===== src/rtl/cpsb_pkg.sv =====
package cpsb_pkg;

   typedef enum logic [3:0] {
      OPC_ADD, OPC_SUB, OPC_MUL, OPC_DIV,
      OPC_MOV, OPC_ABS, OPC_NEG, OPC_FLOOR,
      OPC_TRUNC, OPC_ROUND, OPC_CONV, OPC_CMP,
      OPC_POLY, OPC_DOT, OPC_LDSR, OPC_STSR
   } opc_e;

   localparam logic [1:0] TYP_SGL  = 2'd0;
   localparam logic [1:0] TYP_DBL  = 2'd1;
   localparam logic [1:0] TYP_INT  = 2'd2;
   localparam logic [1:0] TYP_BAD  = 2'd3;

   localparam logic [3:0] TAG_ID   = 4'b1111;
   localparam logic [3:0] TAG_XFER = 4'b1101;
   localparam logic [3:0] TAG_STAT = 4'b1110;

   localparam int ST_Q_BIT = 0;
   localparam int ST_L_BIT = 2;
   localparam int ST_Z_BIT = 6;
   localparam int ST_N_BIT = 7;

   typedef enum logic [2:0] {
      PH_IDLE, PH_OPW, PH_OPND, PH_REQ,
      PH_WAIT, PH_PULSE, PH_STAT, PH_RES
   } phase_e;

endpackage


===== src/rtl/cpsb_opdecode.sv =====
module cpsb_opdecode
   import cpsb_pkg::*;
#(
   parameter int BUS_W     = 16,
   parameter int SGL_WORDS = 2,
   parameter int DBL_WORDS = 4,
   parameter int CNT_W     = 4
) (
   input  logic [BUS_W-1:0] raw,
   output logic [3:0]       opc,
   output logic [1:0]       typ,
   output logic [CNT_W-1:0] in_words,
   output logic [CNT_W-1:0] res_words,
   output logic             has_res,
   output logic             is_cmp,
   output logic             undef
);
   localparam int HALF = BUS_W / 2;

   logic [BUS_W-1:0] nat;
   logic [1:0]       n_opnd;
   logic [CNT_W-1:0] per_opnd;

   assign nat = {raw[HALF-1:0], raw[BUS_W-1:HALF]};
   assign opc = nat[3:0];
   assign typ = nat[5:4];

   always_comb begin
      undef    = (typ == TYP_BAD);
      is_cmp   = 1'b0;
      has_res  = 1'b0;
      n_opnd   = 2'd0;
      per_opnd = (typ == TYP_DBL) ? CNT_W'(DBL_WORDS) : CNT_W'(SGL_WORDS);
      unique case (opc_e'(opc))
         OPC_ADD, OPC_SUB, OPC_MUL, OPC_DIV: begin
            n_opnd  = 2'd2;
            has_res = 1'b1;
         end
         OPC_MOV, OPC_ABS, OPC_NEG, OPC_FLOOR,
         OPC_TRUNC, OPC_ROUND, OPC_CONV: begin
            n_opnd  = 2'd1;
            has_res = 1'b1;
         end
         OPC_CMP: begin
            n_opnd = 2'd2;
            is_cmp = 1'b1;
         end
         OPC_POLY, OPC_DOT: n_opnd = 2'd2;
         OPC_LDSR: begin
            n_opnd   = 2'd1;
            per_opnd = CNT_W'(SGL_WORDS);
         end
         OPC_STSR: begin
            per_opnd = CNT_W'(SGL_WORDS);
            has_res  = 1'b1;
         end
         default: n_opnd = 2'd0;
      endcase
      if (undef) begin
         n_opnd  = 2'd0;
         has_res = 1'b0;
         is_cmp  = 1'b0;
      end
      unique case (n_opnd)
         2'd1:    in_words = per_opnd;
         2'd2:    in_words = per_opnd << 1;
         default: in_words = '0;
      endcase
      res_words = has_res ? per_opnd : '0;
   end

   // r9: an undefined word never asks for operands or a result
   always_comb begin
      if (undef) a_undef_empty_r9: assert (in_words == '0 && !has_res);
   end

endmodule


===== src/rtl/cpsb_opnd_buf.sv =====
module cpsb_opnd_buf #(
   parameter int BUS_W     = 16,
   parameter int BUF_WORDS = 8,
   localparam int IDX_W    = $clog2(BUF_WORDS)
) (
   input  logic                       clk,
   input  logic                       rst_n,
   input  logic                       clr,
   input  logic                       wr_en,
   input  logic [IDX_W-1:0]           wr_idx,
   input  logic [BUS_W-1:0]           wr_data,
   output logic [BUF_WORDS*BUS_W-1:0] words
);

   for (genvar g = 0; g < BUF_WORDS; g++) begin : g_word
      logic [BUS_W-1:0] q;
      always_ff @(posedge clk or negedge rst_n) begin
         if (!rst_n)                               q <= '0;
         else if (clr)                             q <= '0;
         else if (wr_en && wr_idx == IDX_W'(g))    q <= wr_data;
      end
      assign words[g*BUS_W +: BUS_W] = q;
   end

   p_idx_in_range_r8: assert property (@(posedge clk) disable iff (!rst_n)
      wr_en |-> (int'(wr_idx) < BUF_WORDS));

   p_clear_empties_r8: assert property (@(posedge clk) disable iff (!rst_n)
      clr |=> (words == '0));

endmodule


===== src/rtl/cpsb_readout.sv =====
module cpsb_readout
   import cpsb_pkg::*;
#(
   parameter int BUS_W     = 16,
   parameter int RES_WORDS = 4,
   parameter int CNT_W     = 4,
   localparam int IW       = $clog2(RES_WORDS)
) (
   input  logic                       sel_status,
   input  logic                       sel_result,
   input  logic                       quit,
   input  logic [2:0]                 flags,
   input  logic [RES_WORDS*BUS_W-1:0] result,
   input  logic [CNT_W-1:0]           idx,
   output logic [BUS_W-1:0]           rdata
);
   logic [BUS_W-1:0] res_word [RES_WORDS];
   logic [BUS_W-1:0] status;

   for (genvar g = 0; g < RES_WORDS; g++) begin : g_res
      assign res_word[g] = result[g*BUS_W +: BUS_W];
   end

   always_comb begin
      status           = '0;
      status[ST_Q_BIT] = quit;
      status[ST_N_BIT] = flags[2];
      status[ST_Z_BIT] = flags[1];
      status[ST_L_BIT] = flags[0];
   end

   always_comb begin
      if (sel_status)      rdata = status;
      else if (sel_result) rdata = res_word[idx[IW-1:0]];
      else                 rdata = '0;
   end

endmodule


===== src/rtl/cpsb_slave_if.sv =====
module cpsb_slave_if
   import cpsb_pkg::*;
#(
   parameter int         BUS_W    = 16,
   parameter int         SGL_W    = 32,
   parameter int         DBL_W    = 64,
   parameter logic [7:0] SLAVE_ID = 8'hA6
) (
   input  logic             clk,
   input  logic             rst_n,
   input  logic [3:0]       bus_tag,
   input  logic             bus_wr,
   input  logic             bus_rd,
   input  logic [BUS_W-1:0] bus_wdata,
   output logic [BUS_W-1:0] bus_rdata,
   output logic             done_n,
   output logic             exu_req_valid,
   input  logic             exu_req_ready,
   output logic [3:0]       exu_op,
   output logic [1:0]       exu_type,
   output logic [DBL_W-1:0] exu_src_a,
   output logic [DBL_W-1:0] exu_src_b,
   input  logic             exu_rsp_valid,
   output logic             exu_rsp_ready,
   input  logic [DBL_W-1:0] exu_rsp_data,
   input  logic [2:0]       exu_rsp_flags,
   input  logic             exu_rsp_err
);
   localparam int SGL_WORDS = SGL_W / BUS_W;
   localparam int DBL_WORDS = DBL_W / BUS_W;
   localparam int BUF_WORDS = 2 * DBL_WORDS;
   localparam int CNT_W     = $clog2(BUF_WORDS + 1);
   localparam int IDX_W     = $clog2(BUF_WORDS);

   if (BUS_W < 16 || (BUS_W % 2) != 0) begin : g_bad_bus
      $error("BUS_W must be even and at least 16");
   end
   if ((SGL_W % BUS_W) != 0 || SGL_W < 2 * BUS_W) begin : g_bad_sgl
      $error("SGL_W must be a multiple of BUS_W spanning two or more words");
   end
   if (DBL_W != 2 * SGL_W) begin : g_bad_dbl
      $error("DBL_W must be twice SGL_W");
   end

   // bus cycle classification
   logic wr_id, wr_xfer, rd_stat, rd_xfer;
   assign wr_id   = bus_wr && bus_tag == TAG_ID;
   assign wr_xfer = bus_wr && bus_tag == TAG_XFER;
   assign rd_stat = bus_rd && bus_tag == TAG_STAT;
   assign rd_xfer = bus_rd && bus_tag == TAG_XFER;

   // decode of the incoming operation word
   logic [3:0]       d_opc;
   logic [1:0]       d_typ;
   logic [CNT_W-1:0] d_in_words, d_res_words;
   logic             d_has_res, d_is_cmp, d_undef;

   cpsb_opdecode #(
      .BUS_W(BUS_W), .SGL_WORDS(SGL_WORDS), .DBL_WORDS(DBL_WORDS), .CNT_W(CNT_W)
   ) u_dec (
      .raw(bus_wdata), .opc(d_opc), .typ(d_typ), .in_words(d_in_words),
      .res_words(d_res_words), .has_res(d_has_res), .is_cmp(d_is_cmp), .undef(d_undef)
   );

   // instruction state
   phase_e           phase;
   logic [3:0]       opc_q;
   logic [1:0]       typ_q;
   logic [CNT_W-1:0] in_words_q, res_words_q, cnt_q;
   logic             has_res_q, is_cmp_q, quit_q;
   logic [2:0]       flags_q;
   logic [DBL_W-1:0] res_q;

   logic opw_take, opnd_take;
   assign opw_take  = (phase == PH_OPW)  && wr_xfer;
   assign opnd_take = (phase == PH_OPND) && wr_xfer;

   always_ff @(posedge clk or negedge rst_n) begin
      if (!rst_n) begin
         phase       <= PH_IDLE;
         opc_q       <= '0;
         typ_q       <= '0;
         in_words_q  <= '0;
         res_words_q <= '0;
         cnt_q       <= '0;
         has_res_q   <= 1'b0;
         is_cmp_q    <= 1'b0;
         quit_q      <= 1'b0;
         flags_q     <= '0;
         res_q       <= '0;
      end else begin
         unique case (phase)
            PH_IDLE: if (wr_id && bus_wdata[7:0] == SLAVE_ID) phase <= PH_OPW;
            PH_OPW: if (wr_xfer) begin
               opc_q       <= d_opc;
               typ_q       <= d_typ;
               in_words_q  <= d_in_words;
               res_words_q <= d_res_words;
               has_res_q   <= d_has_res;
               is_cmp_q    <= d_is_cmp;
               quit_q      <= d_undef;
               flags_q     <= '0;
               cnt_q       <= '0;
               if (d_undef)                 phase <= PH_PULSE;
               else if (d_in_words == '0)   phase <= PH_REQ;
               else                         phase <= PH_OPND;
            end
            PH_OPND: if (wr_xfer) begin
               cnt_q <= cnt_q + 1'b1;
               if (cnt_q == in_words_q - 1'b1) phase <= PH_REQ;
            end
            PH_REQ: if (exu_req_ready) phase <= PH_WAIT;
            PH_WAIT: if (exu_rsp_valid) begin
               res_q   <= exu_rsp_data;
               flags_q <= is_cmp_q ? exu_rsp_flags : 3'b000;
               quit_q  <= exu_rsp_err;
               phase   <= PH_PULSE;
            end
            PH_PULSE: phase <= PH_STAT;
            PH_STAT: if (rd_stat) begin
               cnt_q <= '0;
               phase <= (has_res_q && !quit_q) ? PH_RES : PH_IDLE;
            end
            PH_RES: if (rd_xfer) begin
               cnt_q <= cnt_q + 1'b1;
               if (cnt_q == res_words_q - 1'b1) phase <= PH_IDLE;
            end
            default: phase <= PH_IDLE;
         endcase
      end
   end

   // operand words
   logic [BUF_WORDS*BUS_W-1:0] buf_words;

   cpsb_opnd_buf #(.BUS_W(BUS_W), .BUF_WORDS(BUF_WORDS)) u_buf (
      .clk(clk), .rst_n(rst_n), .clr(opw_take), .wr_en(opnd_take),
      .wr_idx(cnt_q[IDX_W-1:0]), .wr_data(bus_wdata), .words(buf_words)
   );

   logic wide;
   assign wide = (typ_q == TYP_DBL) && (opc_q != OPC_LDSR) && (opc_q != OPC_STSR);

   always_comb begin
      if (wide) begin
         exu_src_a = buf_words[DBL_W-1:0];
         exu_src_b = buf_words[2*DBL_W-1:DBL_W];
      end else begin
         exu_src_a = {{(DBL_W-SGL_W){1'b0}}, buf_words[SGL_W-1:0]};
         exu_src_b = {{(DBL_W-SGL_W){1'b0}}, buf_words[2*SGL_W-1:SGL_W]};
      end
   end

   assign exu_req_valid = (phase == PH_REQ);
   assign exu_rsp_ready = (phase == PH_WAIT);
   assign exu_op        = opc_q;
   assign exu_type      = typ_q;
   assign done_n        = (phase != PH_PULSE);

   cpsb_readout #(.BUS_W(BUS_W), .RES_WORDS(DBL_WORDS), .CNT_W(CNT_W)) u_rd (
      .sel_status(phase == PH_STAT && rd_stat),
      .sel_result(phase == PH_RES && rd_xfer),
      .quit(quit_q), .flags(flags_q), .result(res_q), .idx(cnt_q),
      .rdata(bus_rdata)
   );

   // assertions
   p_pulse_one_cycle_r11: assert property (@(posedge clk) disable iff (!rst_n)
      !done_n |=> done_n);

   p_pulse_after_rsp_r11: assert property (@(posedge clk) disable iff (!rst_n)
      (exu_rsp_valid && exu_rsp_ready) |=> !done_n);

   p_req_held_r10: assert property (@(posedge clk) disable iff (!rst_n)
      (exu_req_valid && !exu_req_ready) |=>
         (exu_req_valid && $stable(exu_op) && $stable(exu_src_a) && $stable(exu_src_b)));

   p_undef_skips_unit_r9: assert property (@(posedge clk) disable iff (!rst_n)
      (opw_take && d_undef) |=> (!done_n && !exu_req_valid));

   p_foreign_id_idle_r1: assert property (@(posedge clk) disable iff (!rst_n)
      (phase == PH_IDLE && !(wr_id && bus_wdata[7:0] == SLAVE_ID)) |=> (phase == PH_IDLE));

   p_cmp_no_result_r5: assert property (@(posedge clk) disable iff (!rst_n)
      (phase == PH_STAT && rd_stat && is_cmp_q) |=> (phase == PH_IDLE));

   p_err_no_result_r10: assert property (@(posedge clk) disable iff (!rst_n)
      (phase == PH_STAT && quit_q) |=> (phase != PH_RES));

endmodule


===== config.mk =====
export PLATFORM = sky130hd
export DESIGN_NAME = cpsb_slave_if
export DESIGN_NICKNAME = d
export VERILOG_FILES = /design/src/rtl/cpsb_pkg.sv /design/src/rtl/cpsb_opdecode.sv /design/src/rtl/cpsb_opnd_buf.sv /design/src/rtl/cpsb_readout.sv /design/src/rtl/cpsb_slave_if.sv
export SDC_FILE = /design/constraint.sdc
export NUM_CORES = 1
export LEC_CHECK = 0
export BUFFER_PORTS_ARGS = -buffer_cell sky130_fd_sc_hd__buf_2
export CAP_MARGIN = 5
export CORE_ASPECT_RATIO = 0.9
export CORE_MARGIN = 10
export CORE_UTILIZATION = 55
export DETAILED_ROUTE_END_ITERATION = 8
export PLACE_DENSITY = 0.81
export SLEW_MARGIN = 0
export SYNTH_ARGS = -nofsm -noshare
export SYNTH_HDL_FRONTEND = slang
export SYNTH_HIERARCHICAL = 1
export SYNTH_SLANG_ARGS = --single-unit

===== constraint.sdc =====
create_clock -name clk -period 2.86 [get_ports clk]
set_input_delay 0 -clock clk [delete_from_list [all_inputs] [get_ports clk]]
set_output_delay 0 -clock clk [all_outputs]
set_load 0.005 [all_outputs]

==> results of run 1 <==
-- final timing paths --
kind	to	slack, ns	depth (start not counted)
min reg2reg	has_res_q$_DFFE_PN0P_	0.50	1
max reg2reg	quit_q$_DFFE_PN0P_	0.30	6
min in group asynchronous	u_buf/g_word[3].q[1]$_DFFE_PN0P_	0.13	2
max	quit_q$_DFFE_PN0P_	0.30	6
max in group asynchronous	cnt_q[0]$_DFFE_PN0P_	1.90	3
min	u_buf/g_word[2].q[3]$_DFFE_PN0P_	0.06	3
-- state kept, by name, indices dropped and copies added, names as in the netlist, 2 cells and up --
register and flops:
res_words_q 4, phase 3, flags_q 3, exu_op 4, cnt_q 4, u_buf/g_word.q 128
in_words_q 4, exu_type 2, res_q 64
-- per-layer routing --
metal	vias to the layer above	share of wire	global-route usage
met5	-	0.00039	0
met4	2	0.029	0.0845
met3	80	0.078	0.0616
met2	372	0.49	0.418
met1	4205	0.40	0.300
li1	3798	-	-
-- metrics by stage --
stage          std cells  cell area [sq um]  power (uW)   util  setup WS, ns
2_1_floorplan        948              11400        5270      -         0.580
3_3_place_gp        1383              12700        5670  0.632         0.596
3_5_place_dp        1383              12700        5780  0.632         0.456
4_1_cts             1500              14300        8950  0.709         0.350
5_1_grt             1501              14300        9450  0.709         0.128
6_report            1502              14300        9100  0.709         0.299
-- synthesized netlist by cell type, drive strengths merged, types with 9 or more instances --
library cell | n | area share
nand2 | 16 | 0.0053
buf | 54 | 0.031
o21ai | 10 | 0.0047
xnor2 | 9 | 0.0069
mux2i | 130 | 0.11
a21oi | 9 | 0.0040
dfrtp | 219 | 0.48
clkbuf | 35 | 0.012
mux2 | 112 | 0.12
mux4 | 16 | 0.034
nand2b | 152 | 0.084
nor2 | 13 | 0.0043
and2 | 80 | 0.044
inv | 12 | 0.0040
nand3 | 9 | 0.0040
-- cells by family (layout without fill, tap and decap cells) --
| kind of cell | after synthesis | count (layout) | synth area share |
|---|---|---|---|
| xor+xnor | 13 | 13 | 0.0113 |
| other cells | 1 | 5 | 0.000329 |
| compound gates | 41 | 41 | 0.0243 |
| buf+inv | 101 | 398 | 0.0466 |
| fa+ha+maj | 5 | 5 | 0.00549 |
| simple gates | 308 | 308 | 0.168 |
| flops | 219 | 219 | 0.481 |
| mux | 258 | 258 | 0.263 |
-- power groups by stage --
stage | Clock (uW) | Sequential [uW] | Combinational (uW)
4_1_cts | 3120 | 4010 | 1820
2_1_floorplan | 0 | 3850 | 1420
3_3_place_gp | 0 | 4020 | 1650
6_report | 3090 | 4100 | 1920
5_1_grt | 3250 | 4140 | 2060
3_5_place_dp | 0 | 4060 | 1720
-- cell type report --
type	count	area (sq um)	share of cell area
repair buffers	346	2250	0.157
clock inverters	5	77.6	0.00542
inverters	12	45.0	0.00315
diodes	2	5.00	0.000350
multi-input cells	628	5430	0.379
well taps	255	319	0.0223
clock buffers	35	703	0.0492
flip-flops and latches	219	5480	0.383
-- critical path: cells and delay by family, from the launching register on --
| family | cells | cell delay [ns] |
|---|---|---|
| flip-flops | 1 | 0.58 |
| AO/OA/AOI/OAI | 2 | 0.30 |
| buffers and inverters | 2 | 0.87 |
| AND/OR/NAND/NOR | 2 | 0.65 |
==> impl_metrics.xml, run 1 <==
<?xml version="1.0" encoding="UTF-8"?>
<metrics>
  <group name="clock_tree">
    <metric name="cts.repair_timing.setup_buffer_count" unit="">0</metric>
    <metric name="hold_buffers" unit="">77</metric>
    <metric name="cts_tree" unit="">built</metric>
    <metric name="cts.sinks" unit="">219</metric>
    <metric name="cts_inserted_buffers" unit="">24</metric>
    <metric name="cts_max_path_buffers" unit="">3</metric>
    <metric name="clock_tree.root_cell" unit="">clkbuf_16</metric>
    <metric name="clock_tree.htree_level_count" unit="">1</metric>
    <metric name="clk-insertion-delay-late" unit="ns">0.50</metric>
    <metric name="cts.reportedPaths.clkPinSlew" unit="ns">0.06</metric>
    <metric name="cts.repair.resized" unit="">0</metric>
  </group>
  <group name="floorplan">
    <metric name="initial_core_util" unit="">0.565</metric>
    <metric name="die_h" unit="um">157</metric>
    <metric name="die_width" unit="um">172</metric>
    <metric name="design.die.area" unit="sq um">26900</metric>
    <metric name="pin_count" unit="">247</metric>
    <metric name="row_count" unit="">49</metric>
    <metric name="core_region_area" unit="sq um">20200</metric>
  </group>
  <group name="synthesis">
    <metric name="synthesis.area" unit="sq um">11400</metric>
    <metric name="async_reset_ff_frac" unit="">1.00</metric>
    <metric name="synth_enable_flop_cells" unit="">0</metric>
    <metric name="synth_sequential_area_ratio" unit="">0.481</metric>
    <metric name="syn-mean-instance-area" unit="sq um">12.0</metric>
    <metric name="synth_flop_cell" unit="">dfrtp_1</metric>
    <metric name="yosys_register_bits" unit="">219</metric>
    <metric name="netlist-cell-type-count" unit="">63</metric>
    <metric name="yosysWarningCount" unit="">6</metric>
    <metric name="postSynthCellCount" unit="">946</metric>
  </group>
  <group name="worst_setup_path">
    <metric name="critPathRequiredTime" unit="ns">3.23</metric>
    <metric name="critPathLaunchType" unit="">register</metric>
    <metric name="path_class" unit="">register to register</metric>
    <metric name="worst_ep_arrival_time" unit="ns">2.93</metric>
    <metric name="crit_path_max_incr_delay" unit="ns">0.61</metric>
    <metric name="critical_path.max_fanout" unit="">21</metric>
    <metric name="crit_path_start" unit="">phase[0]$_DFFE_PN0P_</metric>
    <metric name="reg2reg_from" unit="">phase[0]$_DFFE_PN0P_</metric>
    <metric name="critPathSlowestCell" unit="">dlygate4sd3_1</metric>
    <metric name="setup.worst_path.end_class" unit="">register</metric>
    <metric name="worstPathCellList" unit="">nand2b_1, or3_1, buf_4, o32ai_1, dlygate4sd3_1, a21oi_1</metric>
  </group>
  <group name="worst_hold_path">
    <metric name="worst_hold_path_type" unit="">input pin to register</metric>
    <metric name="worst_hold_startpoint" unit="">bus_wdata[3]</metric>
  </group>
  <group name="grt">
    <metric name="globalRouteTotalUtil" unit="">0.246</metric>
    <metric name="grt_first_pass_wirelength" unit="um">52500</metric>
    <metric name="maximum_number_of_pins_on_one_net_before_global_route_repair" unit="">97</metric>
    <metric name="grt_antenna_before_repair" unit="">3</metric>
    <metric name="grt_pass1_vias" unit="">9152</metric>
    <metric name="globalRoute.totalOverflow" unit="">0</metric>
  </group>
  <group name="outcome">
    <metric name="status" unit="">complete, no violations</metric>
  </group>
  <group name="drt">
    <metric name="route.detailed.wl_per_inst" unit="um">22.4</metric>
    <metric name="drt_iter0_drc" unit="">721</metric>
    <metric name="detail_route.wirelength" unit="um">33700</metric>
    <metric name="drt_first_pass_iters" unit="">4</metric>
    <metric name="drt-vias-per-instance" unit="">5.63</metric>
    <metric name="via_count" unit="">8457</metric>
    <metric name="drc_violations_left" unit="">0</metric>
    <metric name="antenna_violating_nets_post_route" unit="">0</metric>
  </group>
  <group name="sta">
    <metric name="worst_hold_slack" unit="ns">0.0600</metric>
    <metric name="finalMaxSlewViolations" unit="">0</metric>
    <metric name="setup_total_negative_slack" unit="ns">0</metric>
    <metric name="setup_viol_count_final" unit="">0</metric>
    <metric name="achievable-frequency" unit="MHz">391</metric>
    <metric name="final-hold-violation-count" unit="">0</metric>
    <metric name="setup_repair_after_global_routing_missed_its_margin" unit="">false</metric>
    <metric name="final.setup_skew" unit="ns">0.00958</metric>
    <metric name="period_minus_slack" unit="ns">2.56</metric>
    <metric name="final_min_period_over_clock_period" unit="">0.895</metric>
    <metric name="slew_headroom" unit="">0.522</metric>
    <metric name="measured_slew_at_the_worst_slew_check_pin" unit="ns">0.717</metric>
  </group>
  <group name="layout">
    <metric name="num-fill-cells" unit="">1376</metric>
    <metric name="fin_nets" unit="">1330</metric>
    <metric name="most_common_library_cell_in_the_layout_ignoring_fill_and_taps" unit="">buf_2</metric>
    <metric name="post_route_cells_drive_above_1_share" unit="">0.351</metric>
    <metric name="synthToLayoutAreaGrowth" unit="%">25.5</metric>
    <metric name="final_cell_mix" unit="">buf_2, dfrtp_1, nand2b_1</metric>
  </group>
  <group name="power">
    <metric name="switching_share" unit="">0.281</metric>
    <metric name="share_seq_of_total_power" unit="">0.450</metric>
    <metric name="internal_power" unit="uW">6540</metric>
    <metric name="power.clock.fraction" unit="">0.339</metric>
    <metric name="power.combinational.fraction" unit="">0.211</metric>
    <metric name="vdd_drop_max" unit="mV">0.687</metric>
    <metric name="leakagePower" unit="uW">0.00775</metric>
    <metric name="power.switching" unit="uW">2560</metric>
    <metric name="p_per_area" unit="nW/um^2">636</metric>
  </group>
  <group name="place">
    <metric name="dp_hpwl" unit="um">21000</metric>
    <metric name="number_of_i_o_port_buffers" unit="">246</metric>
    <metric name="gp_routability_congestion" unit="">0.806</metric>
  </group>
  <group name="job">
    <metric name="cap_viol_max_count" unit="">0</metric>
  </group>
</metrics>
Note: power is estimated with default switching activity, not from simulation.
==> inputs of run 2 (changes only) <==
- ABC_AREA: not set -> 1
- PLACE_DENSITY: 0.81 -> 0.83
==> run 2 against run 1 <==
  * Synthesized cell count increased by 51%
  * Non-clock buffer count decreased by 6
  * Combinational power increased by 36%
  * Sequential power increased by 1%
  * Sequential share of layout area increased by 0.58 points
  * Critical path depth increased by 2
  * Die area decreased by 0.98%
  * Flip-flop and latch count unchanged
  * Wire length increased by 3.4%
==> impl_metrics.xml, run 2 <==
<?xml version="1.0" encoding="UTF-8"?>
<metrics>
  <group name="synthesis">
    <metric name="yosysWarningCount" unit="">6</metric>
    <metric name="synth_enable_flop_cells" unit="">0</metric>
    <metric name="yosys_register_bits" unit="">219</metric>
    <metric name="syn-mean-instance-area" unit="sq um">7.89</metric>
    <metric name="synth_commonest_cells" unit="">nand2_1, dfrtp_1, nand3_1, inv_1, nor2_1</metric>
    <metric name="synthesis.area" unit="sq um">11300</metric>
    <metric name="synth_sequential_area_ratio" unit="">0.486</metric>
    <metric name="netlist-cell-type-count" unit="">38</metric>
    <metric name="post_synth_top_area_cell" unit="">dfrtp_1</metric>
    <metric name="synth_flop_cell" unit="">dfrtp_1</metric>
    <metric name="yosysTopAreaCellShare" unit="">0.486</metric>
    <metric name="netlist_top_cells_area" unit="">dfrtp_1, nand2_1, nand3_1</metric>
    <metric name="async_reset_ff_frac" unit="">1.00</metric>
    <metric name="postSynthCellCount" unit="">1428</metric>
    <metric name="yosysMostFrequentCell" unit="">nand2_1</metric>
  </group>
  <group name="clock_tree">
    <metric name="cts.sinks" unit="">219</metric>
    <metric name="cts_max_path_buffers" unit="">3</metric>
    <metric name="cts_tree" unit="">built</metric>
    <metric name="cts.reportedPaths.clkPinSlew" unit="ns">0.06</metric>
    <metric name="clock_tree.root_cell" unit="">clkbuf_16</metric>
    <metric name="clock_tree.htree_level_count" unit="">1</metric>
    <metric name="cts.repair.resized" unit="">0</metric>
    <metric name="cts_inserted_buffers" unit="">24</metric>
    <metric name="clk-insertion-delay-late" unit="ns">0.51</metric>
  </group>
  <group name="grt">
    <metric name="grt_first_pass_wirelength" unit="um">55600</metric>
    <metric name="globalRouteTotalUtil" unit="">0.258</metric>
    <metric name="maximum_number_of_pins_on_one_net_before_global_route_repair" unit="">103</metric>
    <metric name="grt_antenna_before_repair" unit="">4</metric>
    <metric name="grt_pass1_vias" unit="">10600</metric>
    <metric name="globalRoute.totalOverflow" unit="">0</metric>
  </group>
  <group name="layout">
    <metric name="synthToLayoutAreaGrowth" unit="%">25.0</metric>
    <metric name="fin_nets" unit="">1819</metric>
    <metric name="regMostFlops" unit="">u_buf/g_word.q</metric>
    <metric name="number_of_flip_flops_in_the_largest_register" unit="">128</metric>
    <metric name="layout.cells.non_filler" unit="">1997</metric>
    <metric name="final_cell_mix" unit="">nand2_1, buf_2, dfrtp_1</metric>
    <metric name="post_route_cells_drive_above_1_share" unit="">0.234</metric>
    <metric name="largest_registers" unit="">u_buf/g_word.q (128), res_q (64)</metric>
    <metric name="most_common_library_cell_in_the_layout_ignoring_fill_and_taps" unit="">nand2_1</metric>
  </group>
  <group name="worst_setup_path">
    <metric name="worst_ep_arrival_time" unit="ns">2.46</metric>
    <metric name="critPathLaunchType" unit="">register</metric>
    <metric name="critPathRequiredTime" unit="ns">2.86</metric>
    <metric name="setup.worst_path.end_class" unit="">primary output</metric>
    <metric name="regToRegEndpoint" unit="">u_buf/g_word[2].q[5]$_DFFE_PN0P_</metric>
    <metric name="reg2reg_from" unit="">phase[1]$_DFFE_PN0P_</metric>
    <metric name="critical_path.max_fanout" unit="">12</metric>
    <metric name="path_class" unit="">register to primary output</metric>
    <metric name="worst_case_register_to_register_setup_slack" unit="ns">0.46</metric>
    <metric name="reg2reg_depth" unit="">9</metric>
  </group>
  <group name="floorplan">
    <metric name="row_count" unit="">49</metric>
    <metric name="design.die.area" unit="sq um">26600</metric>
    <metric name="die_width" unit="um">171</metric>
    <metric name="die_h" unit="um">156</metric>
    <metric name="initial_core_util" unit="">0.562</metric>
    <metric name="core_region_area" unit="sq um">20000</metric>
    <metric name="pin_count" unit="">247</metric>
  </group>
  <group name="power">
    <metric name="power" unit="uW">9780</metric>
    <metric name="leakagePower" unit="uW">0.00797</metric>
    <metric name="vdd_drop_max" unit="mV">0.411</metric>
    <metric name="p_per_area" unit="nW/um^2">694</metric>
  </group>
  <group name="worst_hold_path">
    <metric name="worst_hold_path.endpoint" unit="">u_buf/g_word[0].q[4]$_DFFE_PN0P_</metric>
    <metric name="worst_hold_startpoint" unit="">bus_wdata[4]</metric>
    <metric name="worst_hold_path_type" unit="">input pin to register</metric>
    <metric name="timing.hold.worst_path_depth" unit="">5</metric>
  </group>
  <group name="sta">
    <metric name="setup_viol_count_final" unit="">0</metric>
    <metric name="period_minus_slack" unit="ns">2.46</metric>
    <metric name="achievable-frequency" unit="MHz">406</metric>
    <metric name="setup_repair_after_global_routing_missed_its_margin" unit="">false</metric>
    <metric name="final.setup_skew" unit="ns">0.0185</metric>
    <metric name="final_min_period_over_clock_period" unit="">0.861</metric>
    <metric name="slew_headroom" unit="">0.318</metric>
    <metric name="final-hold-violation-count" unit="">0</metric>
    <metric name="setup_total_negative_slack" unit="ns">0</metric>
    <metric name="measured_slew_at_the_worst_slew_check_pin" unit="ns">1.02</metric>
    <metric name="finalMaxSlewViolations" unit="">0</metric>
  </group>
  <group name="drt">
    <metric name="via_count" unit="">10600</metric>
    <metric name="route.detailed.wl_per_inst" unit="um">17.5</metric>
    <metric name="drt_first_pass_iters" unit="">5</metric>
    <metric name="drt-vias-per-instance" unit="">5.30</metric>
    <metric name="detail_route.wirelength" unit="um">34900</metric>
    <metric name="drc_violations_left" unit="">0</metric>
    <metric name="drt_iter0_drc" unit="">1017</metric>
    <metric name="antenna_violating_nets_post_route" unit="">0</metric>
  </group>
  <group name="outcome">
    <metric name="status" unit="">complete, no violations</metric>
  </group>
  <group name="place">
    <metric name="numPlacedInstances" unit="">1874</metric>
    <metric name="gp_routability_congestion" unit="">0.885</metric>
    <metric name="dp_hpwl" unit="um">22700</metric>
    <metric name="number_of_i_o_port_buffers" unit="">246</metric>
  </group>
  <group name="job">
    <metric name="cap_viol_max_count" unit="">0</metric>
  </group>
</metrics>
run 2: worst max path at each step:
| stage | from | end | slack (ns) | cells after the start |
|---|---|---|---|---|
| 2_1_floorplan | phase[0]$_DFFE_PN0P_ | u_buf/g_word[0].q[0]$_DFFE_PN0P_ | 0.85 | 11 |
| 6_report | phase[2]$_DFFE_PN0P_ | bus_rdata[1] | 0.40 | 8 |
| 4_1_cts | phase[2]$_DFFE_PN0P_ | bus_rdata[12] | 0.43 | 8 |
| 5_1_grt | phase[1]$_DFFE_PN0P_ | u_buf/g_word[3].q[3]$_DFFE_PN0P_ | 0.24 | 10 |
| 3_5_place_dp | phase[1]$_DFFE_PN0P_ | u_buf/g_word[3].q[5]$_DFFE_PN0P_ | 0.51 | 10 |
| 3_3_place_gp | phase[1]$_DFFE_PN0P_ | u_buf/g_word[3].q[14]$_DFFE_PN0P_ | 0.57 | 10 |
run 2: routing by layer:
layer / up-vias / share of wire / GRT usage
li1: 4994 / - / -
met2: 525 / 0.48 / 0.425
met4: 0 / 0.041 / 0.114
met1: 4952 / 0.39 / 0.318
met3: 106 / 0.088 / 0.0577
met5: - / 0 / 0
run 2: cell families after synthesis:
kind of cell    Yosys count  synth area share
compound gates           68            0.0310
buf+inv                 272             0.107
flops                   219             0.486
xor+xnor                  9           0.00699
mux                      64            0.0656
fa+ha+maj                 5           0.00555
simple gates            790             0.298
other cells               1          0.000333
run 2: cell type report:
type	count	area, sq um
fill	1526	5960
sequential	219	5480
multi-input combinational	939	4610
timing repair buffer	340	2170
inverter	196	742
clock buffer	39	708
tap	255	319
clock inverter	5	50.0
antenna	4	10.0
run 2: per-stage QoR:
step                area [sq um]  setup slack, ns  hold WS (ns)  utilization
global route               14100            0.244        0.0267        0.703
detailed placement         12600            0.510        0.0993        0.627
CTS                        14100            0.427        0.0105        0.702
floorplan                  11300            0.851        -0.296            -
finish                     14100            0.397        0.0383        0.703
global placement           12600            0.575        0.0973        0.627
run 2: what timing repair did:
item                      in CTS  in global routing
hold buffers                  75                  0
hold endpoints to repair     173                  0
setup buffers                  0                  0
run 2: critical path, cell delays in order, from the launching register on:
cell and delay (ns):
dfrtp_1 0.53, nand2_1 0.19, nor2_1 0.21, inv_1 0.06, nor2_1 0.34, nor2_4 0.12
inv_2 0.24, a21oi_1 0.10, buf_2 0.16
run 2: report_power, final:
group | leakage (uW) | switching, uW | internal (uW) | total [uW]
registers | 0.00291 | 427 | 3730 | 4150
logic | 0.00469 | 1450 | 1170 | 2620
clock network | 0.000372 | 1230 | 1780 | 3010
total | 0.00797 | 3110 | 6670 | 9780
==> inputs of run 3 (changes only) <==
--- a/config.mk
+++ b/config.mk
@@ -8,5 +8,5 @@
 export ABC_AREA = 1
 export BUFFER_PORTS_ARGS = -buffer_cell sky130_fd_sc_hd__buf_2
-export CAP_MARGIN = 5
+export CAP_MARGIN = 20
 export CORE_ASPECT_RATIO = 0.9
 export CORE_MARGIN = 10
==> constraint.sdc (replaced) <==
create_clock -name clk -period 2.86 [get_ports clk]
set_input_delay 0 -clock clk [delete_from_list [all_inputs] [get_ports clk]]
set_output_delay 0 -clock clk [all_outputs]
set_load 0.01 [all_outputs]
==> run 3 against run 2 <==
  * First-iteration DRC count rose by 1.9%
  * Clock skew rose by 0.0040 ns
  * Global-route usage fell by 0.44 points
  * Sequential power barely moved
  * Combinational power rose by 2%
  * Fmax shrank 0.89%
  * Flip-flop and latch count unchanged
  * Setup slack got worse by 0.022 ns
  * Via count is the same
  * Sequential share of layout area down 0.55 points
  * Critical endpoint is now bus_rdata[12]
==> impl_metrics.xml, run 3 (synthesis results as in run 2) <==
<?xml version="1.0" encoding="UTF-8"?>
<metrics>
  <group name="drt">
    <metric name="drt_first_pass_iters" unit="">6</metric>
    <metric name="drt_iter0_drc" unit="">1036</metric>
    <metric name="route.detailed.wl_per_inst" unit="um">17.4</metric>
    <metric name="detail_route.wirelength" unit="um">34700</metric>
    <metric name="drc_violations_left" unit="">0</metric>
    <metric name="antenna_violating_nets_post_route" unit="">0</metric>
    <metric name="drt-vias-per-instance" unit="">5.29</metric>
    <metric name="via_count" unit="">10600</metric>
  </group>
  <group name="place">
    <metric name="dp_worst_setup_slack" unit="ns">0.513</metric>
    <metric name="dp_hpwl" unit="um">22400</metric>
    <metric name="number_of_i_o_port_buffers" unit="">246</metric>
    <metric name="gp_routability_congestion" unit="">0.886</metric>
  </group>
  <group name="clock_tree">
    <metric name="cts.reportedPaths.clkPinSlew" unit="ns">0.06</metric>
    <metric name="clk-insertion-delay-late" unit="ns">0.52</metric>
    <metric name="cts_tree" unit="">built</metric>
    <metric name="clock_tree.htree_level_count" unit="">1</metric>
    <metric name="cts.sinks" unit="">219</metric>
    <metric name="cts_max_path_buffers" unit="">3</metric>
    <metric name="cts.repair.resized" unit="">0</metric>
    <metric name="cts.repair_timing.setup_buffer_count" unit="">0</metric>
    <metric name="cts_inserted_buffers" unit="">24</metric>
    <metric name="clock_tree.root_cell" unit="">clkbuf_16</metric>
  </group>
  <group name="layout">
    <metric name="final_cell_mix" unit="">nand2_1, buf_2, dfrtp_1</metric>
    <metric name="largest_registers" unit="">u_buf/g_word.q (128), res_q (64)</metric>
    <metric name="most_common_library_cell_in_the_layout_ignoring_fill_and_taps" unit="">nand2_1</metric>
    <metric name="post_route_cells_drive_above_1_share" unit="">0.240</metric>
    <metric name="number_of_flip_flops_in_the_largest_register" unit="">128</metric>
    <metric name="num-fill-cells" unit="">1499</metric>
    <metric name="fin_nets" unit="">1822</metric>
    <metric name="regMostFlops" unit="">u_buf/g_word.q</metric>
    <metric name="synthToLayoutAreaGrowth" unit="%">26.8</metric>
  </group>
  <group name="grt">
    <metric name="grt_first_pass_wirelength" unit="um">54800</metric>
    <metric name="grt_antenna_before_repair" unit="">2</metric>
    <metric name="grtUsageMet1" unit="">0.314</metric>
    <metric name="globalRouteMet2Util" unit="">0.409</metric>
    <metric name="grt_pass1_vias" unit="">10400</metric>
    <metric name="globalRouteTotalUtil" unit="">0.253</metric>
    <metric name="globalRoute.totalOverflow" unit="">0</metric>
    <metric name="gr_met3_demand_resource" unit="">0.0683</metric>
    <metric name="grt_busiest_layer" unit="">met2</metric>
    <metric name="maximum_number_of_pins_on_one_net_before_global_route_repair" unit="">102</metric>
  </group>
  <group name="sta">
    <metric name="measured_slew_at_the_worst_slew_check_pin" unit="ns">1.09</metric>
    <metric name="setup_repair_after_global_routing_missed_its_margin" unit="">false</metric>
    <metric name="final_min_period_over_clock_period" unit="">0.869</metric>
    <metric name="final-hold-violation-count" unit="">0</metric>
    <metric name="setup_total_negative_slack" unit="ns">0</metric>
    <metric name="slew_headroom" unit="">0.274</metric>
    <metric name="period_minus_slack" unit="ns">2.49</metric>
    <metric name="setup_slack" unit="ns">0.375</metric>
    <metric name="achievable-frequency" unit="MHz">402</metric>
    <metric name="finalMaxSlewViolations" unit="">0</metric>
    <metric name="final.setup_skew" unit="ns">0.0225</metric>
    <metric name="setup_viol_count_final" unit="">0</metric>
  </group>
  <group name="floorplan">
    <metric name="die_width" unit="um">171</metric>
    <metric name="design.die.area" unit="sq um">26600</metric>
    <metric name="initial_core_util" unit="">0.562</metric>
    <metric name="die_h" unit="um">156</metric>
    <metric name="pin_count" unit="">247</metric>
    <metric name="core_region_area" unit="sq um">20000</metric>
    <metric name="row_count" unit="">49</metric>
  </group>
  <group name="worst_setup_path">
    <metric name="worst_ep_arrival_time" unit="ns">2.49</metric>
    <metric name="path_class" unit="">register to primary output</metric>
    <metric name="critPathRequiredTime" unit="ns">2.86</metric>
    <metric name="critPathLaunchType" unit="">register</metric>
    <metric name="critical_path.max_fanout" unit="">12</metric>
    <metric name="setup.worst_path.end_class" unit="">primary output</metric>
  </group>
  <group name="outcome">
    <metric name="status" unit="">complete, no violations</metric>
  </group>
  <group name="power">
    <metric name="vdd_drop_max" unit="mV">0.371</metric>
    <metric name="p_per_area" unit="nW/um^2">727</metric>
    <metric name="leakagePower" unit="uW">0.00807</metric>
  </group>
  <group name="job">
    <metric name="cap_viol_max_count" unit="">0</metric>
  </group>
  <group name="worst_hold_path">
    <metric name="worst_hold_path_type" unit="">input pin to register</metric>
  </group>
</metrics>
## run 3: changes by cell type in the layout (fill, tap and decap cells not counted), sizes merged
cell	previous run	this run
clkbuf	39	31
bufinv	1	6
dlygate4sd3	75	78
clkinv	8	10
diode	4	2
clkinvlp	0	1
## run 3: through the flow
step | util | instance area (sq um) | power [uW] | hold WS [ns] | std cells
after detailed placement | 0.628 | 12600 | 6680 | 0.108 | 1874
after global placement | 0.628 | 12600 | 6570 | 0.0999 | 1874
after global routing | 0.713 | 14300 | 10900 | 0.0504 | 1998
after floorplan | - | 11300 | 5960 | -0.296 | 1430
after CTS | 0.713 | 14300 | 10300 | 0.00360 | 1996
final | 0.713 | 14300 | 10400 | 0.0361 | 1998
## run 3: routing by layer
metal  up-vias  wire length (um)
met1      4942             13500
met5         -                 0
met4         0              1470
met2       520             16500
li1       5003                 -
met3       112              3350
## run 3: final timing paths
check                                          startpoint                                 to  slack [ns]  cells after the start
worst max register to register       phase[1]$_DFFE_PN0P_  u_buf/g_word[4].q[12]$_DFFE_PN0P_        0.45                     10
worst min-delay path                        bus_wdata[15]  u_buf/g_word[1].q[15]$_DFFE_PN0P_        0.04                      5
worst max-delay path                 phase[2]$_DFFE_PN0P_                      bus_rdata[12]        0.37                      8
min in group asynchronous                           rst_n   u_buf/g_word[0].q[9]$_DFFE_PN0P_        0.08                      2
max in group asynchronous                           rst_n   u_buf/g_word[4].q[0]$_DFFE_PN0P_        1.94                      3
worst min register to register  in_words_q[1]$_DFFE_PN0P_          in_words_q[1]$_DFFE_PN0P_        0.50                      2
## run 3: repair_timing
action / CTS / global route
setup endpoints to repair: 0 / 0
hold buffers: 78 / 0
hold endpoints to repair: 184 / 0
## run 3: final cells by class
class	instances	area (sq um)	share of cell area
timing repair buffer	343	2210	0.155
antenna	2	5.00	0.000350
clock buffer	31	698	0.0489
clock inverter	13	225	0.0158
tap	255	319	0.0223
sequential	219	5480	0.383
multi-input combinational	939	4610	0.322
inverter	196	742	0.0519
## run 3: critical path: stages (launching register included)
cell,delay (ns)
dfrtp_1,0.53
nand2_1,0.20
nor2_1,0.21
inv_1,0.07
nor2_1,0.36
nor2_4,0.12
inv_2,0.22
a21oi_1,0.09
buf_2,0.15
## run 3: where the power goes
part / internal [uW] / switching, uW / leakage [uW]
combinational: 1180 / 1500 / 0.00471
clock: 2260 / 1290 / 0.000454
sequential: 3720 / 435 / 0.00291
